[config.mk]
export PLATFORM = sky130hd
export DESIGN_NAME = tpc_logic_unit
export DESIGN_NICKNAME = d
export VERILOG_FILES = /design/src/rtl/tpc_pkg.sv /design/src/rtl/tpc_frame_ctrl.sv /design/src/rtl/tpc_pulse_encoder.sv /design/src/rtl/tpc_bool_cell.sv /design/src/rtl/tpc_datapath.sv /design/src/rtl/tpc_logic_unit.sv
export SDC_FILE = /design/constraint.sdc
export NUM_CORES = 1
export LEC_CHECK = 0
export BUFFER_PORTS_ARGS = -buffer_cell sky130_fd_sc_hd__clkbuf_2
export CAP_MARGIN = 5
export CORE_MARGIN = 2
export CORE_UTILIZATION = 57
export DETAILED_ROUTE_END_ITERATION = 10
export PLACE_DENSITY = 0.78
export SYNTH_ARGS = -nofsm -noshare
export SYNTH_HDL_FRONTEND = slang
export SYNTH_SLANG_ARGS = --single-unit
export TNS_END_PERCENT = 1
[constraint.sdc]
create_clock -name clk -period 4 [get_ports clk]
set_input_delay 0.2 -clock clk [delete_from_list [all_inputs] [get_ports clk]]
set_output_delay 0.2 -clock clk [all_outputs]
set_load 0.005 [all_outputs]
[src/rtl/tpc_pkg.sv]
`timescale 1ns/1ps
package tpc_pkg;

  // Strobes from the frame controller to the datapath
  typedef struct packed {
    logic frameFirst;  // tick 0 of the frame
    logic frameLast;   // final tick of the frame; capture and close point
  } ctrlStrobes_t;

  localparam int TUNE_W = 4;

endpackage

[src/rtl/tpc_frame_ctrl.sv]
`timescale 1ns/1ps
module tpc_frame_ctrl
  import tpc_pkg::*;
#(
  parameter int FRAME_BITS = 4
) (
  input  logic                  clk,
  input  logic                  rstN,
  output logic [FRAME_BITS-1:0] tick,
  output ctrlStrobes_t          strobes
);

  localparam logic [FRAME_BITS-1:0] TICK_LAST = {FRAME_BITS{1'b1}};
  localparam logic [FRAME_BITS-1:0] TICK_ONE  = FRAME_BITS'(1);

  always_ff @(posedge clk or negedge rstN) begin
    if (!rstN) tick <= '0;
    else       tick <= tick + TICK_ONE;
  end

  always_comb begin
    strobes.frameFirst = (tick == '0);
    strobes.frameLast  = (tick == TICK_LAST);
  end


  tick_wrap_chk: assert property (@(posedge clk) disable iff (!rstN)
    strobes.frameLast |=> (tick == '0));


  tick_step_chk: assert property (@(posedge clk) disable iff (!rstN)
    !strobes.frameLast |=> (tick == $past(tick) + TICK_ONE));

endmodule

[src/rtl/tpc_pulse_encoder.sv]
`timescale 1ns/1ps
module tpc_pulse_encoder
  import tpc_pkg::*;
#(
  parameter int FRAME_BITS = 4,
  parameter int OP_W       = FRAME_BITS + 1
) (
  input  logic                  clk,
  input  logic                  rstN,
  input  ctrlStrobes_t          strobes,
  input  logic [FRAME_BITS-1:0] tick,
  input  logic [OP_W-1:0]       opIn,
  output logic                  pulse
);

  logic [OP_W-1:0] heldOp;

  // Operand captured only at the close of a frame
  always_ff @(posedge clk or negedge rstN) begin
    if (!rstN)                  heldOp <= '0;
    else if (strobes.frameLast) heldOp <= opIn;
  end

  // High on ticks 0 .. heldOp-1; values of T or more cover the frame
  assign pulse = ({1'b0, tick} < heldOp);


  held_op_stable_chk: assert property (@(posedge clk) disable iff (!rstN)
    !strobes.frameLast |=> $stable(heldOp));


  pulse_single_run_chk: assert property (@(posedge clk) disable iff (!rstN)
    (!pulse && !strobes.frameLast) |=> !pulse);


  pulse_starts_at_zero_chk: assert property (@(posedge clk) disable iff (!rstN)
    (strobes.frameFirst && heldOp != '0) |-> pulse);

endmodule

[src/rtl/tpc_bool_cell.sv]
`timescale 1ns/1ps
module tpc_bool_cell
  import tpc_pkg::*;
(
  input  logic              clk,
  input  logic              rstN,
  input  ctrlStrobes_t      strobes,
  input  logic [TUNE_W-1:0] tuneIn,
  input  logic              aBit,
  input  logic              bBit,
  output logic              cellBit
);

  logic [TUNE_W-1:0] heldTune;

  always_ff @(posedge clk or negedge rstN) begin
    if (!rstN)                  heldTune <= '0;
    else if (strobes.frameLast) heldTune <= tuneIn;
  end

  // Truth-table lookup: the operand bits form the row index
  assign cellBit = heldTune[{bBit, aBit}];


  held_tune_stable_chk: assert property (@(posedge clk) disable iff (!rstN)
    !strobes.frameLast |=> $stable(heldTune));

endmodule

[src/rtl/tpc_datapath.sv]
`timescale 1ns/1ps
module tpc_datapath
  import tpc_pkg::*;
#(
  parameter int FRAME_BITS = 4,
  parameter int OP_W       = FRAME_BITS + 1
) (
  input  logic                  clk,
  input  logic                  rstN,
  input  ctrlStrobes_t          strobes,
  input  logic [FRAME_BITS-1:0] tick,
  input  logic [OP_W-1:0]       opA,
  input  logic [OP_W-1:0]       opB,
  input  logic [TUNE_W-1:0]     tune,
  output logic                  pulseA,
  output logic                  pulseB,
  output logic                  cellBit,
  output logic [OP_W-1:0]       resultOut,
  output logic                  resultValid
);

  localparam int              NUM_OPS   = 2;
  localparam logic [OP_W-1:0] FRAME_LEN = OP_W'(2 ** FRAME_BITS);

  logic [NUM_OPS-1:0][OP_W-1:0] opVec;
  logic [NUM_OPS-1:0]           pulseVec;
  logic [OP_W-1:0]              widthAcc;
  logic [OP_W-1:0]              widthNext;

  assign opVec[0] = opA;
  assign opVec[1] = opB;

  for (genvar i = 0; i < NUM_OPS; i++) begin : g_enc
    tpc_pulse_encoder #(
      .FRAME_BITS (FRAME_BITS),
      .OP_W       (OP_W)
    ) u_enc (
      .clk     (clk),
      .rstN    (rstN),
      .strobes (strobes),
      .tick    (tick),
      .opIn    (opVec[i]),
      .pulse   (pulseVec[i])
    );
  end

  assign pulseA = pulseVec[0];
  assign pulseB = pulseVec[1];

  tpc_bool_cell u_cell (
    .clk     (clk),
    .rstN    (rstN),
    .strobes (strobes),
    .tuneIn  (tune),
    .aBit    (pulseVec[0]),
    .bBit    (pulseVec[1]),
    .cellBit (cellBit)
  );

  // Width counter: the final tick's bit is folded into the registered result
  assign widthNext = widthAcc + {{(OP_W-1){1'b0}}, cellBit};

  always_ff @(posedge clk or negedge rstN) begin
    if (!rstN) begin
      widthAcc    <= '0;
      resultOut   <= '0;
      resultValid <= 1'b0;
    end else if (strobes.frameLast) begin
      widthAcc    <= '0;
      resultOut   <= widthNext;
      resultValid <= 1'b1;
    end else begin
      widthAcc    <= widthNext;
      resultValid <= 1'b0;
    end
  end


  acc_bound_chk: assert property (@(posedge clk) disable iff (!rstN)
    widthAcc < FRAME_LEN);


  result_bound_chk: assert property (@(posedge clk) disable iff (!rstN)
    resultOut <= FRAME_LEN);


  result_hold_chk: assert property (@(posedge clk) disable iff (!rstN)
    !strobes.frameLast |=> $stable(resultOut));


  valid_single_chk: assert property (@(posedge clk) disable iff (!rstN)
    resultValid |=> !resultValid);


  acc_restart_chk: assert property (@(posedge clk) disable iff (!rstN)
    strobes.frameLast |=> (widthAcc == '0));

endmodule

[src/rtl/tpc_logic_unit.sv]
`timescale 1ns/1ps
module tpc_logic_unit
  import tpc_pkg::*;
#(
  parameter int FRAME_BITS = 4,
  parameter int OP_W       = FRAME_BITS + 1
) (
  input  logic              clk,
  input  logic              rstN,
  input  logic [OP_W-1:0]   opA,
  input  logic [OP_W-1:0]   opB,
  input  logic [TUNE_W-1:0] tune,
  output logic              pulseA,
  output logic              pulseB,
  output logic              pulseOut,
  output logic [OP_W-1:0]   resultOut,
  output logic              resultValid
);

  logic [FRAME_BITS-1:0] tick;
  ctrlStrobes_t          strobes;

  tpc_frame_ctrl #(
    .FRAME_BITS (FRAME_BITS)
  ) u_ctrl (
    .clk     (clk),
    .rstN    (rstN),
    .tick    (tick),
    .strobes (strobes)
  );

  tpc_datapath #(
    .FRAME_BITS (FRAME_BITS),
    .OP_W       (OP_W)
  ) u_dp (
    .clk         (clk),
    .rstN        (rstN),
    .strobes     (strobes),
    .tick        (tick),
    .opA         (opA),
    .opB         (opB),
    .tune        (tune),
    .pulseA      (pulseA),
    .pulseB      (pulseB),
    .cellBit     (pulseOut),
    .resultOut   (resultOut),
    .resultValid (resultValid)
  );

endmodule

==> metrics.sh, run 1 <==
DIEAREA_UM2=2710
CAP_VIOLATIONS=0
GRT_ANTENNA_BEFORE_REPAIR=0
HOLD_VIOL_FINAL=0
FP-ROW-COUNT=17
SLEW_VIOLATIONS=0
CP.REQUIRED_NS=4.18
TNS_NS=0
WORSTSETUPSTARTPOINTTYPE='register'
DRT_DRC_VIOLATIONS_LEFT=0
FINAL_ANTENNA_NET_COUNT=0
POST-PLACE-WS_NS=1.05
LAYOUT.CORE_UTILIZATION_PCT=69.5
YS_WARNS=0
TIMING_WORST_SLEW_PIN_VALUE_NS=0.685
SETUP_SLACK_OF_THE_MOST_CRITICAL_REG_TO_REG_PATH_NS=1.03
PLACEMENT.CELL_AREA_UM2=1460
FINAL.MIN_CLOCK_PERIOD_NS=2.97
LARGEST_VDD_SUPPLY_DROP_mV=0.370
POST_CTS_HOLD_BUFFER_COUNT=1
MAX_FREQ_MHz=336
TIMING.CRITICAL_PATH.ARRIVAL_NS=3.15
CLKLATENCYLATEPIN_NS=0.32
MAX-CLOCK-PATH-BUFFERS=2
HP-CLASS='in -> reg'
GRT_PASS1_VIAS=963
HOLDCRITSTARTPOINT='tune[2]'
P_LEAK_nW=0.800
DRT_ITER0_MARKERS=17
WIRE_PER_INST_UM=12.4
CPPEAKSTAGEDELAY_NS=0.46
HOLD-PATH-CELL-COUNT=3
DIE_Y_UM=52.0
MAPPEDNETLISTAREA_UM2=1310
CORE_REGION_AREA_UM2=2190
CPMAXSTAGEDELAYCELL='a2111oi_1'
NUM_VIAS=985
HOLD_CRIT_ENDPOINT='u_dp.u_cell.heldTune[2]'
DETAILEDPLACEMENTHPWL_MM=1.72
CTS.SINK_COUNT=29
POST-CTS-SETUP-BUFFER-COUNT=0
SETUP_VIOL=0
POST_SYNTH.CELL_AREA_AVG_UM2=9.80
FIN_CRIT_SH_PCT=74.3
SYNTHTOLAYOUTAREAGROWTH_PCT=15.9
CP_CELL_SEQUENCE='ha_1 > a2111oi_1 > or4_4 > mux2_4 > mux2_2 > ha_1 > ha_1 > nand3_1 > xor2_1 > o21ai_0'
START_UTIL_PCT=60.0
PWR_DENSITY_CELL_nW_PER_UM2=392
FINALNETCOUNT=188
CTS.REPORTEDPATHS.CLKPINSLEW_NS=0.08
SYN_NETS=159
SYNTH_CELL_TYPES=24
TRACK_USAGE_PCT=21.5
POSTSYNTHCELLCOUNT=134
CTS_TREE='built'
SEQ_AREA_FRAC_SYNTH_PCT=55.2
CLOCK-SKEW-FINAL_NS=0.00414
GRT_REMAINING_OVERFLOW=0
PLACED_CELLS_INCL_TAPS=183
GRT_START_MAX_NET_PINS=30
WORSTPATHMAXFANOUT=4
TRITONCTS.NUM_BUFFERS=5
CTS_RESIZED=0
CTSHTREEMAXLEVEL=2
R2R.WORST_PATH.CELLS=10
RELSLEWSLACK_PCT=54.3
DRT-VIAS-PER-INSTANCE=5.16
CRIT_PATH_START='u_ctrl.tick[1]'
WORSTSETUPPATHTYPE='reg -> reg'
DRT_PRE_ANTENNA_ITERS=4
YOSYS_REGISTER_BITS=29
RESULT_OF_THE_RUN='finished clean'
AGGREGATE_ROUTED_WIRE_LENGTH_MM=2.36
BOUNDARYPINS=25
CTSROOTBUFFERMASTER='clkbuf_4'
GRT_FIRST_PASS_WIRELENGTH_MM=3.98
PLACEMENT.IO_BUFFERS=24
DIE_X_UM=52.0
WORST_PATH_DOMINANT_CELL_FAMILY='adder cells'
FINAL_LAYOUT_SIZE_SUFFIX_GT1_SHARE_PCT=20.2
WORST_SETUP_PATH_END_KIND='register'
COMMONEST_CELLS_AFTER_ROUTING_FILL_AND_TAPS_ASIDE='39 x nand2_1, 29 x dfrtp_1, 24 x clkbuf_2'
GP_CONGESTION=0.836
WORST_PATH_MOST_REPEATED_CELL='ha_1'
FINALNONFILLERCELLS=191
POSTLAYOUTCELLAREA_UM2=1520
CRITPATHBUFINV=0
REGTOREGENDPOINT='u_dp.resultOut[4]'
R2R_START='u_ctrl.tick[1]'
LAYOUT_COMMONEST_CELL='nand2_1'
DIODES=0
FINALWORSTSETUPSLACK_NS=1.03
RSZ0062_AT_GRT='false'
## per-stage QoR
stage	hold slack [ns]	power, mW
2_1_floorplan	-0.0956	0.384
3_3_place_gp	0.274	0.428
3_5_place_dp	0.281	0.431
4_1_cts	0.0554	0.606
5_1_grt	0.0397	0.633
6_report	0.0680	0.597
## synthesized netlist by cell type
cell	number	area share (%)
xor2_1	3	2.0
nand4_1	1	0.48
or2b_1	1	0.57
mux2_4	1	1.1
a221oi_1	1	0.67
nand3_1	4	1.5
nand3b_1	1	0.57
nor2_1	4	1.1
ha_1	9	8.6
clkbuf_1	3	0.86
nor3b_1	1	0.57
a2111oi_1	1	0.76
or4b_1	1	0.76
clkinv_1	1	0.29
inv_1	10	2.9
o21ai_0	13	5.0
nor3_1	2	0.76
nand2_1	39	11
and2_1	2	0.95
or4_4	1	0.86
dfrtp_1	29	55
mux2_2	1	0.86
xnor2_1	2	1.3
a21oi_1	3	1.1
## tightest hold or removal path, cell delays in order
cell and delay [ns]:
clkbuf_2 0.07, nand2_1 0.04, nand2_1 0.05
## state kept, by name, indices dropped and copies added (netlist names)
register	flops
u_dp.g_enc.u_enc.heldOp	10
u_dp.resultOut	5
u_dp.widthAcc	5
u_ctrl.tick	4
u_dp.u_cell.heldTune	4
u_dp.resultValid	1
## where the power goes
part,internal [mW],leakage [nW],total (mW),switching (mW)
combinational,0.0419,0.412,0.0821,0.0402
clock,0.0828,0.0314,0.173,0.0902
sequential,0.325,0.356,0.342,0.0166
total,0.450,0.800,0.597,0.147
## worst max path at each step
stage | slack (ns) | cells past startpoint | to
2_1_floorplan | 1.27 | 10 | u_dp.resultOut[4]
3_3_place_gp | 1.19 | 10 | u_dp.resultOut[4]
3_5_place_dp | 1.05 | 10 | u_dp.resultOut[4]
4_1_cts | 1.0 | 10 | u_dp.resultOut[4]
5_1_grt | 0.86 | 10 | u_dp.resultOut[4]
6_report | 1.03 | 10 | u_dp.resultOut[4]
## cells by family after synthesis
logic type | Yosys count | share of synthesized area [%]
DFF | 29 | 55.2
xor gates and xnor gates | 5 | 3.33
adders and majority gates | 9 | 8.57
AOI/OAI and AO/OA | 18 | 7.52
and+or+nand+nor | 57 | 19.3
buffers and inverters | 14 | 4.00
muxes | 2 | 2.00
## layer usage
metal / vias to the layer above / part of all wire, % / GRT usage, %
li1: 496 / - / -
met1: 459 / 44 / 23.1
met2: 26 / 50 / 35.4
met3: 4 / 5.1 / 10.3
met4: 0 / 0.76 / 10.1
met5: - / 0 / 0
## final cells by class
| type | count | area, µm² |
|---|---|---|
| sequential | 29 | 726 |
| fill | 169 | 668 |
| multi-input combinational | 91 | 536 |
| timing repair buffer | 25 | 130 |
| clock buffer | 7 | 55.1 |
| inverter | 11 | 41.3 |
| tap | 28 | 35.0 |
Power figures use the tool's default switching activity.
==> run 2, diff against run 1 <==
- CORE_UTILIZATION: 57 -> 53
- PLACE_DENSITY: 0.78 -> 0.73
- clock period: 4 -> 2.8 ns (I/O delays scaled with it)
==> run 2 against run 1 <==
  * Sequential share of layout area decreased by 5.3 points
  * Hold slack got worse by 0.058 ns
  * Critical path depth unchanged
  * Clock power increased by 110%
  * Cell area increased by 12%
  * Critical endpoint is now u_dp.widthAcc[4]
  * Largest power group unchanged
==> metrics.sh, run 2 (synthesis results as in run 1) <==
RESULT_OF_THE_RUN='finished clean'
P_LEAK_nW=0.864  # +8.0%
WORSTSETUPSTARTPOINTTYPE='register'
FP-ROW-COUNT=18  # +1
CPMAXSTAGEDELAYCELL='or4_4'
CTSHTREEMAXLEVEL=2  # unchanged
POSTLAYOUTCELLAREA_UM2=1710  # +12%
CRIT_PATH_START='u_ctrl.tick[1]'
SETUP_VIOL=0  # unchanged
RELSLEWSLACK_PCT=53.5  # -0.79 points
CTS_TREE='built'
GP_CONGESTION=0.809  # -3.2%
REG_TOP3='u_dp.g_enc.u_enc.heldOp: 10 flops, u_dp.resultOut: 5 flops, u_dp.widthAcc: 5 flops'
DRT-VIAS-PER-INSTANCE=4.96  # -3.8%
SEQPWRFRAC_PCT=49.7  # -7.6 points
REGISTERS.TOP_BY_FF_COUNT='u_dp.g_enc.u_enc.heldOp'
COMBINATIONAL_CELL_FRACTION_OF_TOTAL_POWER_PCT=13.5  # -0.3 points
FINAL_ANTENNA_NET_COUNT=0  # unchanged
CTS.REPORTEDPATHS.CLKPINSLEW_NS=0.09  # about the same
PWR_DENSITY_CELL_nW_PER_UM2=575  # +47%
DIE_X_UM=53.8  # +3.4%
MAX_FFS_PER_REGISTER=10  # unchanged
POWER.SWITCHING_FRACTION_PCT=24.0  # -0.57 points
LARGEST_VDD_SUPPLY_DROP_mV=0.460  # +24%
FINALNONFILLERCELLS=206  # +7.9%
DIODES=0  # unchanged
HP-CLASS='in -> reg'
GRT_START_MAX_NET_PINS=30  # unchanged
RSZ0062_AT_GRT='false'
DRT_PRE_ANTENNA_ITERS=4  # unchanged
WORST_SETUP_PATH_END_KIND='register'
WIRE_PER_INST_UM=12.5  # +0.64%
DRT_DRC_VIOLATIONS_LEFT=0  # unchanged
SHARE_CLK_OF_TOTAL_POWER_PCT=36.8  # +7.8 points
GRT_FIRST_PASS_WIRELENGTH_MM=4.13  # +3.8%
DETAILEDPLACEMENTHPWL_MM=1.79  # +4.2%
WORSTPATHMAXFANOUT=2  # -2
FINAL.MIN_CLOCK_PERIOD_NS=2.74  # -0.238 ns
CTSROOTBUFFERMASTER='clkbuf_4'
TIMING.CRITICAL_PATH.ARRIVAL_NS=2.94  # -0.21 ns
PLACEMENT.CELL_AREA_UM2=1500  # +2.7%
DIE_Y_UM=53.8  # +3.4%
LAYOUT_COMMONEST_CELL='nand2_1'
PLACED_CELLS_INCL_TAPS=190  # +3.8%
HOLD_VIOL_FINAL=0  # unchanged
GRT_ANTENNA_BEFORE_REPAIR=0  # unchanged
CTS.SINK_COUNT=29  # unchanged
BOUNDARYPINS=25  # unchanged
POST-PLACE-WS_NS=-0.0579  # -1.10 ns
SYNTHTOLAYOUTAREAGROWTH_PCT=30.4
TRITONCTS.NUM_BUFFERS=5  # unchanged
POST-CTS-SETUP-BUFFER-COUNT=0  # unchanged
DIEAREA_UM2=2890  # +6.9%
CLOCK-SKEW-FINAL_NS=0.0104  # +0.00630 ns
CAP_VIOLATIONS=0  # unchanged
CORE_REGION_AREA_UM2=2410  # +10%
P_INT_mW=0.748  # +66%
DRT_ITER0_MARKERS=26  # +9
NUM_VIAS=1022  # +3.8%
WORSTSETUPPATHTYPE='reg -> reg'
R2R_START='u_ctrl.tick[1]'
WORST_PATH_MOST_REPEATED_CELL='ha_2'
CP_CELL_SEQUENCE='ha_4 > a2111oi_4 > or4_4 > mux2_4 > mux2_2 > ha_2 > ha_2 > nand3_1 > xor2_1 > nor2_1'
TRACK_USAGE_PCT=20.9  # -0.65 points
START_UTIL_PCT=54.5  # -5.4 points
CLKLATENCYLATEPIN_NS=0.34  # +0.02 ns
FINALNETCOUNT=200  # +6.4%
HOLDCRITSTARTPOINT='opA[3]'
CPPEAKSTAGEDELAY_NS=0.54  # +0.08 ns
PLACEMENT.IO_BUFFERS=24  # unchanged
TIMING_WORST_SLEW_PIN_VALUE_NS=0.697  # +0.0119 ns
GRT_PASS1_VIAS=990  # +2.8%
MAX_FREQ_MHz=366  # +8.7%
MAX-CLOCK-PATH-BUFFERS=2  # unchanged
CP.REQUIRED_NS=3.01  # -1.17 ns
FINALWORSTSETUPSLACK_NS=0.0648  # -0.962 ns
AGGREGATE_ROUTED_WIRE_LENGTH_MM=2.57  # +8.5%
COMMONEST_CELLS_AFTER_ROUTING_FILL_AND_TAPS_ASIDE='39 x nand2_1, 29 x dfrtp_1, 24 x clkbuf_2'
SLEW_VIOLATIONS=0  # unchanged
GRT_REMAINING_OVERFLOW=0  # unchanged
FIN_CRIT_SH_PCT=97.7  # +23 points
TOTAL_SWITCHING_POWER_mW=0.237  # +61%
FINAL_LAYOUT_SIZE_SUFFIX_GT1_SHARE_PCT=25.6  # +5.3 points
## run 2: path summary, 6_finish.rpt
check	endpoint	slack, ns	cells past startpoint
min in group asynchronous	u_dp.g_enc[1].u_enc.heldOp[4]	0.37	2
hold / removal	u_dp.g_enc[0].u_enc.heldOp[3]	0.01	3
setup reg to reg	u_dp.widthAcc[4]	0.06	10
setup / recovery	u_dp.widthAcc[4]	0.06	10
max in group asynchronous	u_ctrl.tick[3]	1.98	2
hold reg to reg	u_dp.resultOut[1]	0.49	2
## run 2: layout make-up
class / count / area [µm²]
flip-flops and latches: 29 / 726
fillers: 189 / 697
multi-input cells: 91 / 586
repair buffers: 37 / 238
clock buffers: 7 / 55.1
inverters: 11 / 41.3
well taps: 30 / 37.5
clock inverters: 1 / 30.0
## run 2: metrics by stage
stage          TNS [ns]  utilization (%)  hold WS (ns)  power (mW)
2_1_floorplan         0                -        -0.156       0.549
3_3_place_gp          0             62.1         0.217       0.612
3_5_place_dp     -0.114             62.1         0.225       0.619
4_1_cts               0             68.8      0.000559       0.989
5_1_grt               0             71.1       0.00493        1.04
6_report              0             71.1       0.00967       0.985
## run 2: per-layer routing
metal	vias to the layer above	part of all wire, %	track usage (%)	wire (µm)
met5	-	0	0	0
met3	6	5.0	9.17	128
met4	0	2.1	9.83	53
met2	20	47	34.3	1210
met1	473	46	23.1	1170
li1	523	-	-	-
## run 2: power groups by stage
stage / Combinational [mW] / Sequential, mW / Clock (mW)
after CTS: 0.132 / 0.490 / 0.368
after global placement: 0.117 / 0.495 / 0
after floorplan: 0.0510 / 0.498 / 0
after global routing: 0.154 / 0.495 / 0.390
final: 0.133 / 0.490 / 0.363
after detailed placement: 0.122 / 0.497 / 0
## run 2: repair_timing
action                                  in CTS  in global routing
resized for setup                            1                  8
endpoints found under the setup margin       3                  3
hold buffers                                 7                  1
cloned                                       0                  0
hold endpoints to repair                    35                  1
pin swaps                                    2                  1
## run 2: worst max-delay path, delay by kind of cell (launching register included)
family,cells,cell delay (ns)
fa+ha+maj,3,0.65
compound gates,1,0.07
flops,1,0.42
simple gates,3,0.69
xor+xnor,1,0.20
mux,2,0.58
==> run 3, diff against run 2 <==
- SYNTH_HIERARCHICAL: default -> 1
==> run 3 against run 2 <==
  * Sequential power down 2%
  * Clock power is 35% lower
  * Setup slack better by 0.097 ns
  * Wire length is 16% lower
  * Maximum frequency increased by 3.7%
  * Utilization is 6.3 points lower
  * Critical path type unchanged
  * Critical endpoint is now u_dp/resultOut[4]
  * Largest cell class unchanged
  * Highest routed layer unchanged
==> metrics.sh, run 3 <==
RESULT_OF_THE_RUN='finished clean'
FINALNETCOUNT=164  # -18%
SYNTHTOLAYOUTAREAGROWTH_PCT=18.4
FINAL_LAYOUT_SIZE_SUFFIX_GT1_SHARE_PCT=39.6  # +14 points
FIN_CRIT_SH_PCT=94.2  # -3.5 points
TRITONCTS.NUM_BUFFERS=5  # unchanged
GRT_ANTENNA_BEFORE_REPAIR=0  # unchanged
FILLERINSTANCES=198  # +4.8%
LARGEST_VDD_SUPPLY_DROP_mV=0.456  # -0.94%
POST_SYNTH.CELL_AREA_AVG_UM2=12.5  # +28%
DETAILEDPLACEMENTHPWL_MM=1.50  # -16%
TOP_USAGE_LAYER='met2'
TRACK_USAGE_PCT=17.7  # -3.2 points
WORSTPATHMAXFANOUT=5  # +3
DESIGN_POWER_TOTAL_mW=0.834  # -15%
BOUNDARYPINS=25  # unchanged
CTS.REPORTEDPATHS.CLKPINSLEW_NS=0.09  # about the same
DRT_DRC_VIOLATIONS_LEFT=0  # unchanged
CLKLATENCYLATEPIN_NS=0.32  # -0.02 ns
CP.REQUIRED_NS=2.99  # -0.02 ns
FINAL.MIN_CLOCK_PERIOD_NS=2.64  # -0.0972 ns
DRT_PRE_ANTENNA_ITERS=3  # -1
CTS_TREE='built'
LAYOUT.CORE_UTILIZATION_PCT=64.7  # -6.3 points
CAP_VIOLATIONS=0  # unchanged
YS_WARNS=6  # +6
DRT_ITER0_MARKERS=1  # -96%
POSTSYNTHCELLCOUNT=105  # -22%
REGISTERS.TOP_BY_FF_COUNT='u_dp/g_enc.u_enc/heldOp'
CTS.SINK_COUNT=29  # unchanged
WORST_SETUP_PATH_END_KIND='register'
DIE_Y_UM=53.9  # +0.14%
RELSLEWSLACK_PCT=53.8  # +0.25 points
GRT_FIRST_PASS_WIRELENGTH_MM=3.40  # -18%
DIE_X_UM=53.9  # +0.14%
MAX-CLOCK-PATH-BUFFERS=2  # unchanged
DRT-VIAS-PER-INSTANCE=5.07  # +2.1%
SYN_NETS=131  # -18%
MAX_FFS_PER_REGISTER=10  # unchanged
POST-PLACE-WS_NS=0.114  # +0.172 ns
WORSTSETUPPATHTYPE='reg -> reg'
PLACEMENT.CELL_AREA_UM2=1450  # -3.0%
DIODES=0  # unchanged
HOLD_VIOL_FINAL=0  # unchanged
GLOBALROUTEMET2UTIL_PCT=30.3  # -4.1 points
CTSROOTBUFFERMASTER='clkbuf_4'
FINAL_ANTENNA_NET_COUNT=0  # unchanged
GLOBALROUTEMET1UTIL_PCT=17.7  # -5.4 points
PLACEMENT.IO_BUFFERS=24  # unchanged
TIMING.CRITICAL_PATH.ARRIVAL_NS=2.83  # -0.11 ns
CORE_REGION_AREA_UM2=2410  # unchanged
CTSHTREEMAXLEVEL=2  # unchanged
HP-CLASS='in -> reg'
GRTUSAGEMET3_PCT=6.67  # -2.5 points
POSTLAYOUTCELLAREA_UM2=1560  # -8.9%
TIMING_WORST_SLEW_PIN_VALUE_NS=0.693  # -0.00382 ns
GRT_PASS1_VIAS=820  # -17%
FIN_HOLD_WS_NS=0.0318  # +0.0221 ns
WIRE_PER_INST_UM=12.7  # +1.8%
MAX_FREQ_MHz=379  # +3.7%
COMMONEST_CELLS_AFTER_ROUTING_FILL_AND_TAPS_ASIDE='28 x dfrtp_1, 24 x clkbuf_2, 12 x nor2_1'
WORSTSETUPSTARTPOINTTYPE='register'
REG_TOP3='u_dp/g_enc.u_enc/heldOp: 10 flops, u_dp/resultOut: 5 flops, u_dp/widthAcc: 5 flops'
PWR_DENSITY_CELL_nW_PER_UM2=534  # -7.1%
GRT_REMAINING_OVERFLOW=0  # unchanged
NUM_VIAS=856  # -16%
FP-ROW-COUNT=18  # unchanged
DIEAREA_UM2=2900  # +0.28%
GRT_START_MAX_NET_PINS=35  # +17%
AGGREGATE_ROUTED_WIRE_LENGTH_MM=2.14  # -16%
START_UTIL_PCT=54.7  # +0.16 points
PLACED_CELLS_INCL_TAPS=157  # -17%
SETUP_VIOL=0  # unchanged
GP_CONGESTION=0.705  # -13%
TNS_NS=0  # unchanged
LAYOUT_COMMONEST_CELL='dfrtp_1'
P_LEAK_nW=0.777  # -10%
FINALWORSTSETUPSLACK_NS=0.162  # +0.0972 ns
FINALNONFILLERCELLS=169  # -18%
CLOCK-SKEW-FINAL_NS=0.00613  # -0.00430 ns
SLEW_VIOLATIONS=0  # unchanged
MAPPEDNETLISTAREA_UM2=1320  # +0.29%
==> run 3: changes by cell type in the layout (fill, tap and decap cells not counted), moves of 3 or more <==
cell,before,now
mux2_4,1,4
nor2_1,4,12
buf_4,5,2
inv_1,10,7
mux2_2,1,6
dlygate4sd3_1,8,3
nand2_1,39,6
ha_1,4,7
o21ai_0,12,6
==> run 3: worst max-delay path: stages (launching register included) <==
cell	delay, ns
dfrtp_2	0.45
ha_1	0.30
o21ai_1	0.08
nor2_1	0.06
o31ai_2	0.28
mux4_2	0.59
ha_4	0.18
ha_2	0.17
nand3_1	0.08
xor2_1	0.21
a21oi_1	0.10
==> run 3: power breakdown <==
part	total, mW	switching [mW]	internal [mW]
Sequential	0.481	0.0203	0.461
Clock	0.235	0.140	0.0954
Combinational	0.117	0.0506	0.0664
==> run 3: final cells by class <==
| class | count | area (µm²) | share of cell area [%] |
|---|---|---|---|
| Sequential cell | 29 | 727 | 46.6 |
| Multi-Input combinational cell | 65 | 549 | 35.2 |
| Timing Repair Buffer | 29 | 165 | 10.6 |
| Clock buffer | 6 | 41.3 | 2.65 |
| Tap cell | 30 | 37.5 | 2.41 |
| Inverter | 8 | 30.0 | 1.92 |
| Clock inverter | 2 | 10.0 | 0.642 |
==> run 3: what timing repair did <==
action	in CTS	in global routing
buffers inserted	0	1
hold endpoints to repair	31	0
hold buffers	3	0
setup endpoints to repair	0	3
resized for setup	0	8
==> run 3: per-layer routing <==
layer | vias up | wire length, µm
met4 | 0 | 21
li1 | 423 | -
met5 | - | 0
met2 | 16 | 1080
met1 | 415 | 937
met3 | 2 | 98
==> run 3: path summary, 6_finish.rpt <==
| path | start | endpoint | slack [ns] | cells after the start |
|---|---|---|---|---|
| worst min register to register | u_dp/u_cell/heldTune[3] | u_dp/u_cell/heldTune[3] | 0.51 | 1 |
| worst min-delay path | opA[1] | u_dp/g_enc[0].u_enc/heldOp[1] | 0.03 | 3 |
| min in group asynchronous | rstN | u_dp/resultOut[4] | 0.38 | 2 |
| worst max register to register | u_ctrl/tick[2] | u_dp/resultOut[4] | 0.16 | 10 |
| worst max-delay path | u_ctrl/tick[2] | u_dp/resultOut[4] | 0.16 | 10 |
| max in group asynchronous | rstN | u_ctrl/tick[2] | 1.92 | 2 |
